==> config.mk <==
export PLATFORM = sky130hd
export DESIGN_NAME = uart_tx_framer
export DESIGN_NICKNAME = d
export VERILOG_FILES = /design/src/rtl/uart_tx_pkg.sv /design/src/rtl/uart_baud_gen.sv /design/src/rtl/uart_tx_regs.sv /design/src/rtl/uart_tx_shifter.sv /design/src/rtl/uart_tx_framer.sv
export SDC_FILE = /design/constraint.sdc
export NUM_CORES = 1
export LEC_CHECK = 0
export ABC_AREA = 1
export CELL_PAD_IN_SITES_DETAIL_PLACEMENT = 1
export CELL_PAD_IN_SITES_GLOBAL_PLACEMENT = 1
export CORE_ASPECT_RATIO = 1.5
export CORE_UTILIZATION = 47
export DETAILED_ROUTE_END_ITERATION = 8
export DONT_BUFFER_PORTS = 1
export PLACE_DENSITY_LB_ADDON = 0.1
export SKIP_CTS_REPAIR_TIMING = 1
export SYNTH_ARGS = -nofsm -noshare
export SYNTH_HDL_FRONTEND = slang
export SYNTH_SLANG_ARGS = --single-unit
==> constraint.sdc <==
create_clock -name clk -period 4.5 [get_ports clk]
set_clock_uncertainty 0.1 [all_clocks]
set_input_delay 0.675 -clock clk [delete_from_list [all_inputs] [get_ports clk]]
set_output_delay 0.675 -clock clk [all_outputs]
set_load 0.005 [all_outputs]
==> src/rtl/uart_tx_pkg.sv <==
// Shared widths, state encoding and format decoding for the UART transmit framer.
// Assumes an 8-bit host data path and a divisor made of two host bytes.
package uart_tx_pkg;

    localparam int DATA_W = 8;
    localparam int DIV_W  = 2 * DATA_W;
    localparam int TICK_W = 8;

    typedef enum logic [2:0] {
        ST_IDLE,
        ST_START,
        ST_DATA,
        ST_PARITY,
        ST_STOP
    } tx_state_e;

    typedef struct packed {
        logic [3:0]        nbits;
        logic              par_en;
        logic [TICK_W-1:0] stop_ticks;
    } frame_cfg_t;

    // Turn control bits into a frame format for a given oversample ratio
    function automatic frame_cfg_t decode_cfg(input logic [DATA_W-1:0] ctl, input int osr);
        frame_cfg_t c;
        c.nbits  = 4'd5 + {2'b00, ctl[1:0]};
        c.par_en = ctl[3];
        if (!ctl[2])
            c.stop_ticks = TICK_W'(osr);
        else if (ctl[1:0] == 2'b00)
            c.stop_ticks = TICK_W'(osr + osr / 2);
        else
            c.stop_ticks = TICK_W'(2 * osr);
        return c;
    endfunction

    // Parity bit over the active data bits; even sense when 'even' is set
    function automatic logic calc_parity(input logic [DATA_W-1:0] d, input logic [1:0] len,
                                         input logic even);
        logic [DATA_W-1:0] mask;
        mask = DATA_W'(8'hFF >> (2'd3 - len));
        return even ? ^(d & mask) : ~^(d & mask);
    endfunction

endpackage

==> src/rtl/uart_baud_gen.sv <==
// Oversample tick generator: one tick every max(divisor,1) clocks.
// Assumes the divisor is held steady while a frame is sent; 'clr' realigns
// the tick phase so that the first tick comes 'divisor' clocks after it.
module uart_baud_gen
    import uart_tx_pkg::*;
(
    input  logic             clk,
    input  logic             rst_n,
    input  logic [DIV_W-1:0] divisor,
    input  logic             clr,
    output logic             tick
);

    logic [DIV_W-1:0] cnt;
    logic [DIV_W-1:0] eff_div;

    // Zero divisor behaves as one so the ticks never stop
    assign eff_div = (divisor == '0) ? DIV_W'(1) : divisor;
    assign tick    = (cnt >= eff_div - DIV_W'(1));

    // Count clocks between ticks, restarting on a tick or a realign request
    always_ff @(posedge clk) begin
        if (!rst_n)
            cnt <= '0;
        else if (clr || tick)
            cnt <= '0;
        else
            cnt <= cnt + DIV_W'(1);
    end


    zero_div_ticks_chk: assert property (@(posedge clk) disable iff (!rst_n)
        (divisor == '0) |-> tick);


    realign_first_tick_chk: assert property (@(posedge clk) disable iff (!rst_n)
        (clr && divisor > DIV_W'(1)) |=> !tick);

endmodule

==> src/rtl/uart_tx_regs.sv <==
// Host register file: control register, split divisor and one-deep holding register.
// Assumes one write per strobe; a write to the holding register wins over a
// same-cycle hand-off to the shifter.
module uart_tx_regs
    import uart_tx_pkg::*;
(
    input  logic              clk,
    input  logic              rst_n,
    input  logic              wr_en,
    input  logic [1:0]        wr_addr,
    input  logic [DATA_W-1:0] wr_data,
    input  logic              take,
    output logic [DATA_W-1:0] ctl,
    output logic [DIV_W-1:0]  divisor,
    output logic [DATA_W-1:0] hold_data,
    output logic              hold_valid
);

    localparam logic [1:0] A_DATA = 2'd0;
    localparam logic [1:0] A_DIVH = 2'd1;
    localparam logic [1:0] A_CTL  = 2'd3;

    logic div_sel;
    logic wr_hold;

    assign div_sel = ctl[7];
    assign wr_hold = wr_en && (wr_addr == A_DATA) && !div_sel;

    // Control register and divisor bytes
    always_ff @(posedge clk) begin
        if (!rst_n) begin
            ctl     <= 8'h03;
            divisor <= '0;
        end else if (wr_en) begin
            if (wr_addr == A_CTL)
                ctl <= wr_data;
            else if (wr_addr == A_DATA && div_sel)
                divisor[DATA_W-1:0] <= wr_data;
            else if (wr_addr == A_DIVH && div_sel)
                divisor[DIV_W-1:DATA_W] <= wr_data;
        end
    end

    // Holding register: filled by host writes, emptied when the shifter takes it
    always_ff @(posedge clk) begin
        if (!rst_n) begin
            hold_data  <= '0;
            hold_valid <= 1'b0;
        end else if (wr_hold) begin
            hold_data  <= wr_data;
            hold_valid <= 1'b1;
        end else if (take) begin
            hold_valid <= 1'b0;
        end
    end


    take_needs_byte_chk: assert property (@(posedge clk) disable iff (!rst_n)
        take |-> hold_valid);


    div_write_no_frame_chk: assert property (@(posedge clk) disable iff (!rst_n)
        (wr_en && wr_addr == A_DATA && div_sel && !hold_valid) |=> !hold_valid);


    divh_ignored_chk: assert property (@(posedge clk) disable iff (!rst_n)
        (wr_en && wr_addr == A_DIVH && !div_sel) |=> $stable(divisor));

endmodule

==> src/rtl/uart_tx_shifter.sv <==
// Frame sequencer: start bit, data bits LSB first, optional parity, stop period.
// Assumes 'tick' is the oversample enable and that the format and byte inputs
// are valid in the cycle 'take' is raised; both are captured there.
module uart_tx_shifter
    import uart_tx_pkg::*;
#(
    parameter int OSR = 16
) (
    input  logic              clk,
    input  logic              rst_n,
    input  logic              tick,
    input  logic [DATA_W-1:0] ctl,
    input  logic [DATA_W-1:0] hold_data,
    input  logic              hold_valid,
    output logic              take,
    output logic              busy,
    output logic              txd
);

    tx_state_e         state;
    frame_cfg_t        cfg_q;
    logic [DATA_W-1:0] shreg;
    logic [3:0]        bit_idx;
    logic [TICK_W-1:0] tcnt;
    logic [TICK_W-1:0] limit;
    logic              par_q;
    logic              last_tick;

    // Ticks that make up the current bit
    assign limit     = (state == ST_STOP) ? cfg_q.stop_ticks : TICK_W'(OSR);
    assign last_tick = tick && (tcnt == limit - TICK_W'(1));
    assign take      = hold_valid &&
                       ((state == ST_IDLE) || (state == ST_STOP && last_tick));
    assign busy      = (state != ST_IDLE);

    // Line level for each part of the frame
    always_comb begin
        case (state)
            ST_START:  txd = 1'b0;
            ST_DATA:   txd = shreg[0];
            ST_PARITY: txd = par_q;
            default:   txd = 1'b1;
        endcase
    end

    // Step through the frame one bit period at a time
    always_ff @(posedge clk) begin
        if (!rst_n) begin
            state   <= ST_IDLE;
            cfg_q   <= '0;
            shreg   <= '0;
            bit_idx <= '0;
            tcnt    <= '0;
            par_q   <= 1'b0;
        end else if (take) begin
            state   <= ST_START;
            cfg_q   <= decode_cfg(ctl, OSR);
            shreg   <= hold_data;
            par_q   <= calc_parity(hold_data, ctl[1:0], ctl[4]);
            bit_idx <= '0;
            tcnt    <= '0;
        end else if (state != ST_IDLE && tick) begin
            if (last_tick) begin
                tcnt <= '0;
                case (state)
                    ST_START: state <= ST_DATA;
                    ST_DATA: begin
                        shreg <= shreg >> 1;
                        if (bit_idx == cfg_q.nbits - 4'd1)
                            state <= cfg_q.par_en ? ST_PARITY : ST_STOP;
                        else
                            bit_idx <= bit_idx + 4'd1;
                    end
                    ST_PARITY: state <= ST_STOP;
                    default:   state <= ST_IDLE;
                endcase
            end else begin
                tcnt <= tcnt + TICK_W'(1);
            end
        end
    end


    idle_line_high_chk: assert property (@(posedge clk) disable iff (!rst_n)
        !busy |-> txd);


    data_index_range_chk: assert property (@(posedge clk) disable iff (!rst_n)
        (state == ST_DATA) |-> (bit_idx < cfg_q.nbits));


    back_to_back_chk: assert property (@(posedge clk) disable iff (!rst_n)
        (state == ST_STOP && last_tick && hold_valid) |=> (state == ST_START));


    format_held_chk: assert property (@(posedge clk) disable iff (!rst_n)
        (busy && !take) |=> $stable(cfg_q));


    parity_only_when_enabled_chk: assert property (@(posedge clk) disable iff (!rst_n)
        (state == ST_PARITY) |-> cfg_q.par_en);

endmodule

==> src/rtl/uart_tx_framer.sv <==
// Top of the UART transmit framer: register file, tick generator and frame sequencer.
// Assumes the host changes the divisor only while tx_idle is high.
module uart_tx_framer
    import uart_tx_pkg::*;
#(
    parameter int OSR = 16
) (
    input  logic       clk,
    input  logic       rst_n,
    input  logic       wr_en,
    input  logic [1:0] wr_addr,
    input  logic [7:0] wr_data,
    output logic       txd,
    output logic       thr_empty,
    output logic       tx_idle
);

    logic [DATA_W-1:0] ctl;
    logic [DIV_W-1:0]  divisor;
    logic [DATA_W-1:0] hold_data;
    logic              hold_valid;
    logic              take;
    logic              busy;
    logic              tick;

    uart_tx_regs u_regs (
        .clk        (clk),
        .rst_n      (rst_n),
        .wr_en      (wr_en),
        .wr_addr    (wr_addr),
        .wr_data    (wr_data),
        .take       (take),
        .ctl        (ctl),
        .divisor    (divisor),
        .hold_data  (hold_data),
        .hold_valid (hold_valid)
    );

    uart_baud_gen u_baud (
        .clk     (clk),
        .rst_n   (rst_n),
        .divisor (divisor),
        .clr     (take),
        .tick    (tick)
    );

    uart_tx_shifter #(.OSR(OSR)) u_shift (
        .clk        (clk),
        .rst_n      (rst_n),
        .tick       (tick),
        .ctl        (ctl),
        .hold_data  (hold_data),
        .hold_valid (hold_valid),
        .take       (take),
        .busy       (busy),
        .txd        (txd)
    );

    assign thr_empty = !hold_valid;
    assign tx_idle   = !hold_valid && !busy;


    idle_means_empty_chk: assert property (@(posedge clk) disable iff (!rst_n)
        tx_idle |-> thr_empty);

endmodule

---- Word-level counts from Yosys, hierarchy flattened ----
Index checks and enable logic that the tools add are counted.
storage, ports and cells
  register bits after elaboration ......... 86
  logic and storage cells ................. 93
  output and inout bits ................... 3
  input bits .............................. 13
cells by class
  eq/ne operators ......................... 10
  reductions and logical operators ........ 34
  magnitude comparators ................... 1
  bitwise gates (word level) .............. 5
  add/subtract/negate cells ............... 8
  shift-type cells ........................ 1
  mux-type cells .......................... 19
operators by type and width
  cell                     number
  $mux W8                  7
  $add A16 B1 Y16 const B  1
  $ge A16 B16 Y1           1
  $logic_not A16 Y1        1
  $mux W16                 1
  $sub A16 B1 Y16 const B  1
  $reduce_and A3 Y1        4
  $logic_and A1 B1 Y1      9
  $pmux W3 S3              1
  $add A8 B1 Y8 const B    1
  $and A8 B8 Y8            1
  $eq A8 B8 Y1             1
  $reduce_and A4 Y1        2
  $reduce_bool A2 Y1       4
  $reduce_xnor A8 Y1       1
  $reduce_xor A8 Y1        1
  $shr A8 B2 Y8 const A    1
  $sub A8 B1 Y8 const B    1
  $eq A3 B2 Y1 const B     2
  $mux W1                  6
  $mux W3                  2
  $mux W6                  1
  $add A3 B2 Y4 const A    1
  $add A4 B1 Y4 const B    1
  18 further kinds         26

---- Longest topological paths before layout ----
Gate-level depths: netlist (run 1).
  depth after elaboration ................. 10
  mapped depth ............................ 28
  mapped depth without buffers ............ 28

---- By module ----
A second synthesis (run 1) with hierarchy kept.
second synthesis, totals
  cell total of the unflattened synthesis .. 701
  area, all modules ....................... 4,818.4 um2
modules (own cells, without submodules)
  module           sequential area each (um2)  area each (um2)  cells an instance  instances
  uart_tx_shifter  640.6                       1,883.1          278                1
  uart_baud_gen    320.3                       1,574.0          234                1
  uart_tx_regs     660.6                       1,353.8          187                1
  uart_tx_framer   0.0                         7.5              2                  1

---- Worst setup path before layout (run 1) ----
Ideal clock, no wire load.
  path kind ............................... register to register
  start point ............................. reg u_regs.divisor[4]
  end point ............................... reg u_shift.bit_idx[2]
  slack ................................... 1.099 ns
  cell stages (with the launch flop) ...... 28
  library setup time ...................... 0.117 ns
  data arrival time ....................... 3.184 ns
  clock period less this slack ............ 3.401 ns
  required time ........................... 4.283 ns
  path buffers ............................ 0
  cell sequence ........................... dfxtp_1 -> inv_1 -> nand2_1 -> nor3_1 -> nand4_1 -> nand2_1 -> inv_1 -> ha_1 -> nand2_1 -> nor2_1 -> nand2_1 -> nor3_1 -> nand3_1 -> xor2_1 -> inv_1 -> ha_1 -> nand2_1 -> inv_1 -> nand3_1 -> nor2_1 -> nand3_1 -> nand3_1 -> nand2_1 -> nor2_2 -> nand2_2 -> nand2_1 -> o21a_1 -> nor2_1
between the ends
  word-level cells in the longest chain between the ends .. 9
  elaborated cells on any way between the ends .. 11
  those cells by class .................... add/sub: 1; order compare: 1; mux: 1; reduce/logical: 8
ends and longest elaborated chain
  item                               RTL line               source
  from (decl)                        uart_tx_regs.sv:14     output logic [DIV_W-1:0] divisor,
  from (signal, indexed assignment)  uart_tx_regs.sv:38     divisor[DATA_W-1:0] <= wr_data;
  from (signal, indexed assignment)  uart_tx_regs.sv:40     divisor[DIV_W-1:DATA_W] <= wr_data;
  $logic_not A16 Y1                  uart_baud_gen.sv:18    assign eff_div = (divisor == '0) ? DIV_W'(1) : divisor;
  $mux W16 *                         uart_baud_gen.sv:18
  $sub A16 B1 Y16 *                  uart_baud_gen.sv:19    assign tick = (cnt >= eff_div - DIV_W'(1));
  $ge A16 B16 Y1 *                   uart_baud_gen.sv:19
  $logic_and A1 B1 Y1                uart_tx_shifter.sv:31  assign last_tick = tick && (tcnt == limit - TICK_W'(1));
  $logic_and A1 B1 Y1                uart_tx_shifter.sv:33  ((state == ST_IDLE) || (state == ST_STOP && last_tick));
  $logic_or A1 B1 Y1                 uart_tx_shifter.sv:33
  $logic_and A1 B1 Y1                uart_tx_shifter.sv:32  assign take = hold_valid &&
  $reduce_or A2 Y1 (no line)         -
  to (signal assigned)               uart_tx_shifter.sv:72  bit_idx <= bit_idx + 4'd1;
  to (decl)                          uart_tx_shifter.sv:23  logic [3:0] bit_idx;
Every way passes the cells marked *; elsewhere a longest branch is shown, timed or not.
A chain may end at the register's enable or synchronous reset.

---- Worst setup path in the final report (run 1) ----
  start point ............................. reg u_regs.divisor[4]
  end point ............................... reg u_shift.par_q
between the ends
  word-level cells in the longest chain between the ends .. 8
ends and longest elaborated chain
  item                   RTL line               source
  $logic_not A16 Y1      uart_baud_gen.sv:18
  $mux W16 *             uart_baud_gen.sv:18
  $sub A16 B1 Y16 *      uart_baud_gen.sv:19
  $ge A16 B16 Y1 *       uart_baud_gen.sv:19
  $logic_and A1 B1 Y1 *  uart_tx_shifter.sv:31
  $logic_and A1 B1 Y1 *  uart_tx_shifter.sv:33
  $logic_or A1 B1 Y1 *   uart_tx_shifter.sv:33
  $logic_and A1 B1 Y1 *  uart_tx_shifter.sv:32
  to (signal assigned)   uart_tx_shifter.sv:59  par_q <= calc_parity(hold_data, ctl[1:0], ctl[4]);
  to (decl)              uart_tx_shifter.sv:26  logic par_q;
Marks and branches as above.

==> results of run 1 <==
[how the worst max path moves through the flow]
stage / startpoint / end / slack [ns] / cells past startpoint
2_1_floorplan: u_regs.divisor[4]$_SDFFE_PN0P_ / u_shift.bit_idx[2]$_SDFFE_PP0P_ / 1.10 / 27
3_3_place_gp: u_regs.divisor[4]$_SDFFE_PN0P_ / u_shift.tcnt[2]$_SDFFE_PP0P_ / 0.44 / 26
3_5_place_dp: u_regs.divisor[4]$_SDFFE_PN0P_ / u_shift.state[2]$_SDFFE_PP0P_ / 0.24 / 26
4_1_cts: u_regs.divisor[4]$_SDFFE_PN0P_ / u_shift.tcnt[5]$_SDFFE_PP0P_ / 0.14 / 26
5_1_grt: u_regs.divisor[5]$_SDFFE_PN0P_ / u_shift.shreg[2]$_SDFFE_PN0P_ / 0.02 / 27
6_report: u_regs.divisor[4]$_SDFFE_PN0P_ / u_shift.par_q$_SDFFE_PN0P_ / 0.45 / 27
[metal layers]
layer / GRT usage [%] / up-vias / share of wire, %
met5: 0 / - / 0
met4: 10.2 / 0 / 2.5
met3: 4.11 / 23 / 1.7
met2: 49.7 / 40 / 56
met1: 26.2 / 1838 / 39
li1: - / 1926 / -
[metrics by stage]
stage,power (µW),hold slack (ns),std cells
final,1800,0.362,703
after global routing,1880,0.366,703
after CTS,1820,0.354,703
after detailed placement,981,0.377,688
after global placement,968,0.359,688
after floorplan,927,0.338,595
[area by class of cell]
type                    count  area (µm²)  share of cell area, %
flip-flops and latches     79        1580                   33.2
multi-input cells         430        2450                   51.5
inverters                  69         259                   5.43
well taps                 110         138                   2.89
clock inverters             5         106                   2.23
clock buffers              10         229                   4.80
[cell usage in the layout (no fill, tap or decap), types with 2 or more instances in the layout]
| master | instances |
|---|---|
| nand2_1 | 115 |
| dfxtp_1 | 79 |
| inv_1 | 66 |
| a21oi_1 | 55 |
| nand3_1 | 46 |
| nor2_1 | 44 |
| o21ai_0 | 34 |
| xor2_1 | 33 |
| ha_1 | 25 |
| nor3_1 | 18 |
| xnor2_1 | 13 |
| clkbuf_16 | 9 |
| nor3b_1 | 8 |
| nand4_1 | 7 |
| nand2_2 | 5 |
| nor2_4 | 4 |
| nor4_1 | 3 |
| nor2_2 | 3 |
| bufinv_16 | 3 |
| inv_2 | 2 |
| nand3_2 | 2 |
| nand2_4 | 2 |
[flip-flops by register name, indices dropped and copies added, names as in the netlist]
name	cells
u_shift.bit_idx	4
u_regs.hold_data	8
u_baud.cnt	16
u_regs.ctl	6
u_shift.state	3
u_regs.divisor	16
u_shift.shreg	8
u_regs.hold_valid	1
u_shift.cfg_q	8
u_shift.par_q	1
u_shift.tcnt	8
[power groups by stage]
stage	Clock, µW	Combinational (µW)	Sequential (µW)
global placement	0	215	753
CTS	852	229	738
floorplan	0	180	747
detailed placement	0	227	754
global route	878	263	741
finish	835	227	739
[logic make-up after synthesis]
family / Yosys count / synth area share, %
compound gates: 96 / 11.5
xor+xnor: 46 / 9.28
flops: 79 / 36.4
buf+inv: 86 / 7.79
fa+ha+maj: 25 / 7.21
simple gates: 263 / 27.8
==> summary.md, run 1 <==
| Metric | Value |
|---|---|
| Placed cell area | 4400 µm² |
| Final slew viol count | 0 |
| Synth Cell Area | 4340 µm² |
| Fin. Hold Viols | 0 |
| Global-route wire length before repair | 18.8 mm |
| Die area | 9630 µm² |
| Flop-to-flop setup slack | 0.45 ns |
| Clock slew at reported path FFs | 0.06 ns |
| Seq cells post-synth | 79 |
| Fin util | 53.7% |
| Die H | 120 µm |
| Total grt overflow | 0 |
| Hpwl dp | 8.54 mm |
| CP required | 4.63 ns |
| Peak supply drop | 0.251 mV |
| Post-synth top area share | 36.4% |
| # DRC | 0 |
| Area leader, netlist | dfxtp_1 |
| Number of routed nets with antenna violations | 0 |
| Seq/Total Area, Yosys | 36.4% |
| Pre-CTS setup slack | 0.242 ns |
| Clock sink total | 79 |
| Ys async rst share | 0% |
| Clock power frac | 46.4% |
| Vias in the first global route | 4,017 |
| Setup Viol. Count Final | 0 |
| Iter 0 DRT Violations | 131 |
| Gate Count Post-Synth | 595 |
| Hold worst-path end | u_shift.cfg_q[12]$_SDFFE_PN0P_ |
| Comb pwr share | 12.6% |
| Status | finished clean |
| Wirelength per Cell | 16.1 µm |
| RePlAce Congestion | 0.943 |
| Static leakage | 0.00198 µW |
| Hold path startpoint | rst_n |
| Seq pwr share | 41.0% |
| Startpoint Class | register |
| Site row count | 42 |
| Cells on Worst Hold Path | 2 |
| Switching share of power | 25.5% |
| Ratio of cells with drive above 1 in the final layout | 6.41% |
| Ports | 16 |
| Core ar. | 8880 µm² |
| Buf+Inv Stages, Crit Path | 4 |
| Psw | 460 µW |
| Final #Nets | 627 |
| TritonCTS clock tree | done |
| Clock Latency Late Sink | 0.34 ns |
| Slew @ Worst Pin | 1.04 ns |
| Most frequent CP cell | nand2_1 |
| Clock buffer depth | 2 |
| Post-route cell area | 4770 µm² |
| Hold Path Class | primary input to register |
| Ant. Diodes | 0 |
| Crit path max-delay family | simple AND/OR/NAND/NOR gates |
| Via count | 3,827 |
| Max-cap viol count | 0 |
| Fmax | 247 MHz |
| CP peak stage delay | 0.37 ns |
| Worst r2r dst | u_shift.par_q$_SDFFE_PN0P_ |
| Initial antenna violation count | 0 |
| Clock root cell | clkbuf_16 |
| Synth Net Count | 633 |
| Post-synth EDFFs | 0 |
| Internal power | 1340 µW |
| Pin count of the biggest net entering global routing | 37 |
| First-pass iteration count of the detailed router | 6 |
| Setup crit end kind | register |
| TritonCTS Buffers | 9 |
| Total negative slack | 0 ns |
| Port bufs | 0 |
| Synth area leaders | dfxtp_1 (36%), nand2_1 (10%), ha_1 (7.2%) |
| Tcrit/Tclk final | 89.9% |
| Fill cells | 1,138 |
| Via density | 5.44 |
| Cell with the most instances after synthesis | nand2_1 |
| Worst path slowest cell | dfxtp_1 |
| Tmin final | 4.05 ns |
| Final setup margin | 0.455 ns |
| Relative slew margins | 30.6% |
| Syn-to-layout area delta | 9.86% |
| P per Cell Area | 378 nW/µm² |
| Ys Warns | 0 |
| Chip width | 80.5 µm |
| R2R cell count | 27 |
| Crit Reg-Reg Startpoint | u_regs.divisor[4]$_SDFFE_PN0P_ |
| WL final | 11.3 mm |
| Total number of H-tree levels | 3 |
| Avg Cell Area, Syn | 7.29 µm² |
| Count of different cell masters after synthesis | 37 |
| Critical path arrival | 4.18 ns |
| All-Layer GR Usage | 25.6% |
| Critical path peak fanout | 28 |
| Main synth FF type | dfxtp_1 |
| RSZ-0062 raised after global routing | false |
| Initial Util | 48.9% |
| Top cells by count, synth | nand2_1 (117), dfxtp_1 (79), inv_1 (66), a21oi_1 (55), nand3_1 (47) |
| WS Path Type | register to register |
Note: power is estimated with default switching activity, not from simulation.
==> run 2, diff against run 1 <==
SYNTH_HIERARCHICAL = 1   (was default)
==> run 2 against run 1 <==
Clock-buffer cell count unchanged; combinational power increased by 30%; flip-flop and latch count stayed put; non-clock buffer count grew 2; synthesized cell count grew 16%; cell area is 8.6% higher; critical path depth down 1; worst hold slack worse by 0.027 ns; routed wire length grew 8.3%; critical endpoint is now u_shift/tcnt[3]$_SDFFE_PP0P_; core utilization down 0.57 points.
==> summary.md, run 2 <==
| Metric | Value |
|---|---|
| Layout Cells excl Fill | 814 (+16%) |
| Buf+Inv Stages, Crit Path | 2 (-2) |
| Total negative slack | 0 ns (unchanged) |
| Number of routed nets with antenna violations | 0 (unchanged) |
| WS Path Type | register to register |
| Synth Cell Area | 4750 µm² (+9.5%) |
| Clock buffer depth | 2 (unchanged) |
| Pre-CTS setup slack | 0.197 ns (-0.0447 ns) |
| # DRC | 0 (unchanged) |
| Ant. Diodes | 0 (unchanged) |
| Via count | 4,268 (+12%) |
| Fin. Hold Viols | 0 (unchanged) |
| Syn-to-layout area delta | 8.87% |
| Critical path peak fanout | 28 (unchanged) |
| Ys Warns | 6 (+6) |
| Commonest non-fill, non-tap cell in the layout | nand2_1 |
| Pin count of the biggest net entering global routing | 46 (+24%) |
| Startpoint Class | register |
| Initial antenna violation count | 0 (unchanged) |
| Core ar. | 9740 µm² (+9.7%) |
| Max-cap viol count | 0 (unchanged) |
| Final #Nets | 734 (+17%) |
| Crit path max-delay family | simple AND/OR/NAND/NOR gates |
| Setup Viol. Count Final | 0 (unchanged) |
| Most frequent cells in the layout | nand2_1 (138), nor2_1 (122), inv_1 (83), dfxtp_1 (70), nand3_1 (55) |
| Tcrit/Tclk final | 90.2% (+0.34 points) |
| Status | finished clean |
| Top Metal Used | met4 |
| All-Layer GR Usage | 24.5% (-1.2 points) |
| Total number of H-tree levels | 3 (unchanged) |
| WL final | 12.3 mm (+8.3%) |
| Initial Util | 48.8% (-0.079 points) |
| Clock sink total | 79 (unchanged) |
| Chip width | 84.1 µm (+4.5%) |
| Port bufs | 0 (unchanged) |
| P per Cell Area | 339 nW/µm² (-10%) |
| R2R cell count | 26 (-3.7%) |
| Worst r2r dst | u_shift/tcnt[3]$_SDFFE_PP0P_ |
| WP depth | 26 (-3.7%) |
| Final setup margin | 0.439 ns (-0.0152 ns) |
| TritonCTS Buffers | 9 (unchanged) |
| Cells on Worst Hold Path | 1 (-1) |
| Crit Reg-Reg Startpoint | u_regs/divisor[10]$_SDFFE_PN0P_ |
| Hold worst-path end | u_regs/ctl[1]$_SDFFE_PN1P_ |
| Hold path startpoint | rst_n |
| Via density | 5.24 (-3.7%) |
| Vias in the first global route | 4,485 (+12%) |
| Global-route wire length before repair | 20.4 mm (+8.8%) |
| Setup crit end kind | register |
| Hold Path Class | primary input to register |
| Die H | 125 µm (+4.6%) |
| TritonCTS clock tree | done |
| RSZ-0062 raised after global routing | false |
| Metal2 WL | 6.90 mm (+7.9%) |
| RePlAce Congestion | 0.847 (-10%) |
| Hpwl dp | 9.23 mm (+8.2%) |
| CP required | 4.62 ns (about the same) |
| Die area | 10,500 µm² (+9.3%) |
| Peak supply drop | 0.196 mV (-22%) |
| Cell count after placement | 798 (+16%) |
| Tmin final | 4.06 ns (+0.0152 ns) |
| Synth Net Count | 731 (+15%) |
| Final slew viol count | 0 (unchanged) |
| Ratio of cells with drive above 1 in the final layout | 12.4% (+6.0 points) |
| Length of routed wiring on met1 | 4.95 mm (+11%) |
| Site row count | 44 (+4.8%) |
| Slew @ Worst Pin | 0.681 ns (-0.354 ns) |
| Clock root cell | clkbuf_16 |
| Worst path slowest cell | dfxtp_2 |
| Flop-to-flop setup slack | 0.44 ns (-0.02 ns) |
| Clock Latency Late Sink | 0.33 ns (about the same) |
| Gate Count Post-Synth | 693 (+16%) |
| Static leakage | 0.00223 µW (+13%) |
| Biggest regs | u_baud/cnt x16, u_regs/divisor x16 |
| Clock slew at reported path FFs | 0.06 ns (about the same) |
| Wirelength per Cell | 15.1 µm (-6.5%) |
| Met3 wire length | 223 µm (+13%) |
| Total grt overflow | 0 (unchanged) |
| First-pass iteration count of the detailed router | 4 (-2) |
| Post-route cell area | 5170 µm² (+8.6%) |
| Fill cells | 1,279 (+12%) |
| Fmax | 246 MHz (-0.38%) |
| Overall Power | 1750 µW (-2.6%) |
| Placed cell area | 4830 µm² (+9.7%) |
| Avg Cell Area, Syn | 6.86 µm² (-5.9%) |
| Ports | 16 (unchanged) |
| Relative slew margins | 54.5% (+24 points) |
| Iter 0 DRT Violations | 140 (+6.9%) |
| CP peak stage delay | 0.35 ns (-0.02 ns) |
| Critical path arrival | 4.18 ns (about the same) |
## run 2: layer usage
| metal | track usage, % | vias to the layer above |
|---|---|---|
| met2 | 48.6 | 34 |
| met3 | 3.96 | 15 |
| met1 | 25.4 | 2032 |
| li1 | - | 2187 |
| met4 | 8.11 | 0 |
| met5 | 0 | - |
## run 2: layout make-up
cell class | instances | area (µm²) | area share (%)
Sequential cell | 79 | 1590 | 30.8
Timing Repair Buffer | 2 | 15.0 | 0.290
Multi-Input combinational cell | 509 | 2780 | 53.7
Tap cell | 115 | 144 | 2.78
Clock inverter | 4 | 47.5 | 0.919
Clock buffer | 10 | 239 | 4.62
Inverter | 95 | 358 | 6.91
## run 2: metrics by stage
step                      hold slack (ns)  util, %
after floorplan                     0.317        -
after global placement              0.333     49.5
after detailed placement            0.353     49.5
after CTS                           0.319     52.5
after global routing                0.321     53.1
final                               0.335     53.1
## run 2: worst max path at each step
stage | endpoint | start | slack [ns]
global route | u_shift/bit_idx[3]$_SDFFE_PP0P_ | u_regs/divisor[0]$_SDFFE_PN0P_ | 0.02
floorplan | u_baud/cnt[11]$_SDFF_PP0_ | u_regs/divisor[5]$_SDFFE_PN0P_ | 0.84
detailed placement | u_baud/cnt[2]$_SDFF_PP0_ | u_regs/divisor[5]$_SDFFE_PN0P_ | 0.20
CTS | u_baud/cnt[2]$_SDFF_PP0_ | u_regs/divisor[6]$_SDFFE_PN0P_ | 0.14
finish | u_shift/tcnt[3]$_SDFFE_PP0P_ | u_regs/divisor[10]$_SDFFE_PN0P_ | 0.44
global placement | u_baud/cnt[1]$_SDFF_PP0_ | u_regs/divisor[10]$_SDFFE_PN0P_ | 0.38
## run 2: power breakdown
part,internal [µW],switching [µW]
logic,103,190
clock network,436,279
registers,723,22.0
## run 2: worst reg2reg max path, cell delays in order (launching register included)
cell      delay (ns)
dfxtp_2         0.35
nor2_2          0.20
nand3_1         0.10
nor2_1          0.18
a21oi_2         0.10
ha_1            0.23
nand2_2         0.15
nor3_2          0.07
nand2_1         0.07
xor2_1          0.16
inv_1           0.08
ha_1            0.29
nand4_1         0.12
nor2_1          0.15
nand2_2         0.12
nand2_1         0.12
nand2_1         0.06
nor2_1          0.08
nand2_1         0.06
nor2_1          0.16
nand3_2         0.12
o21bai_4        0.22
nand2_8         0.16
nand2_4         0.14
clkinv_2        0.15
nand2_2         0.14
nor3_1          0.06
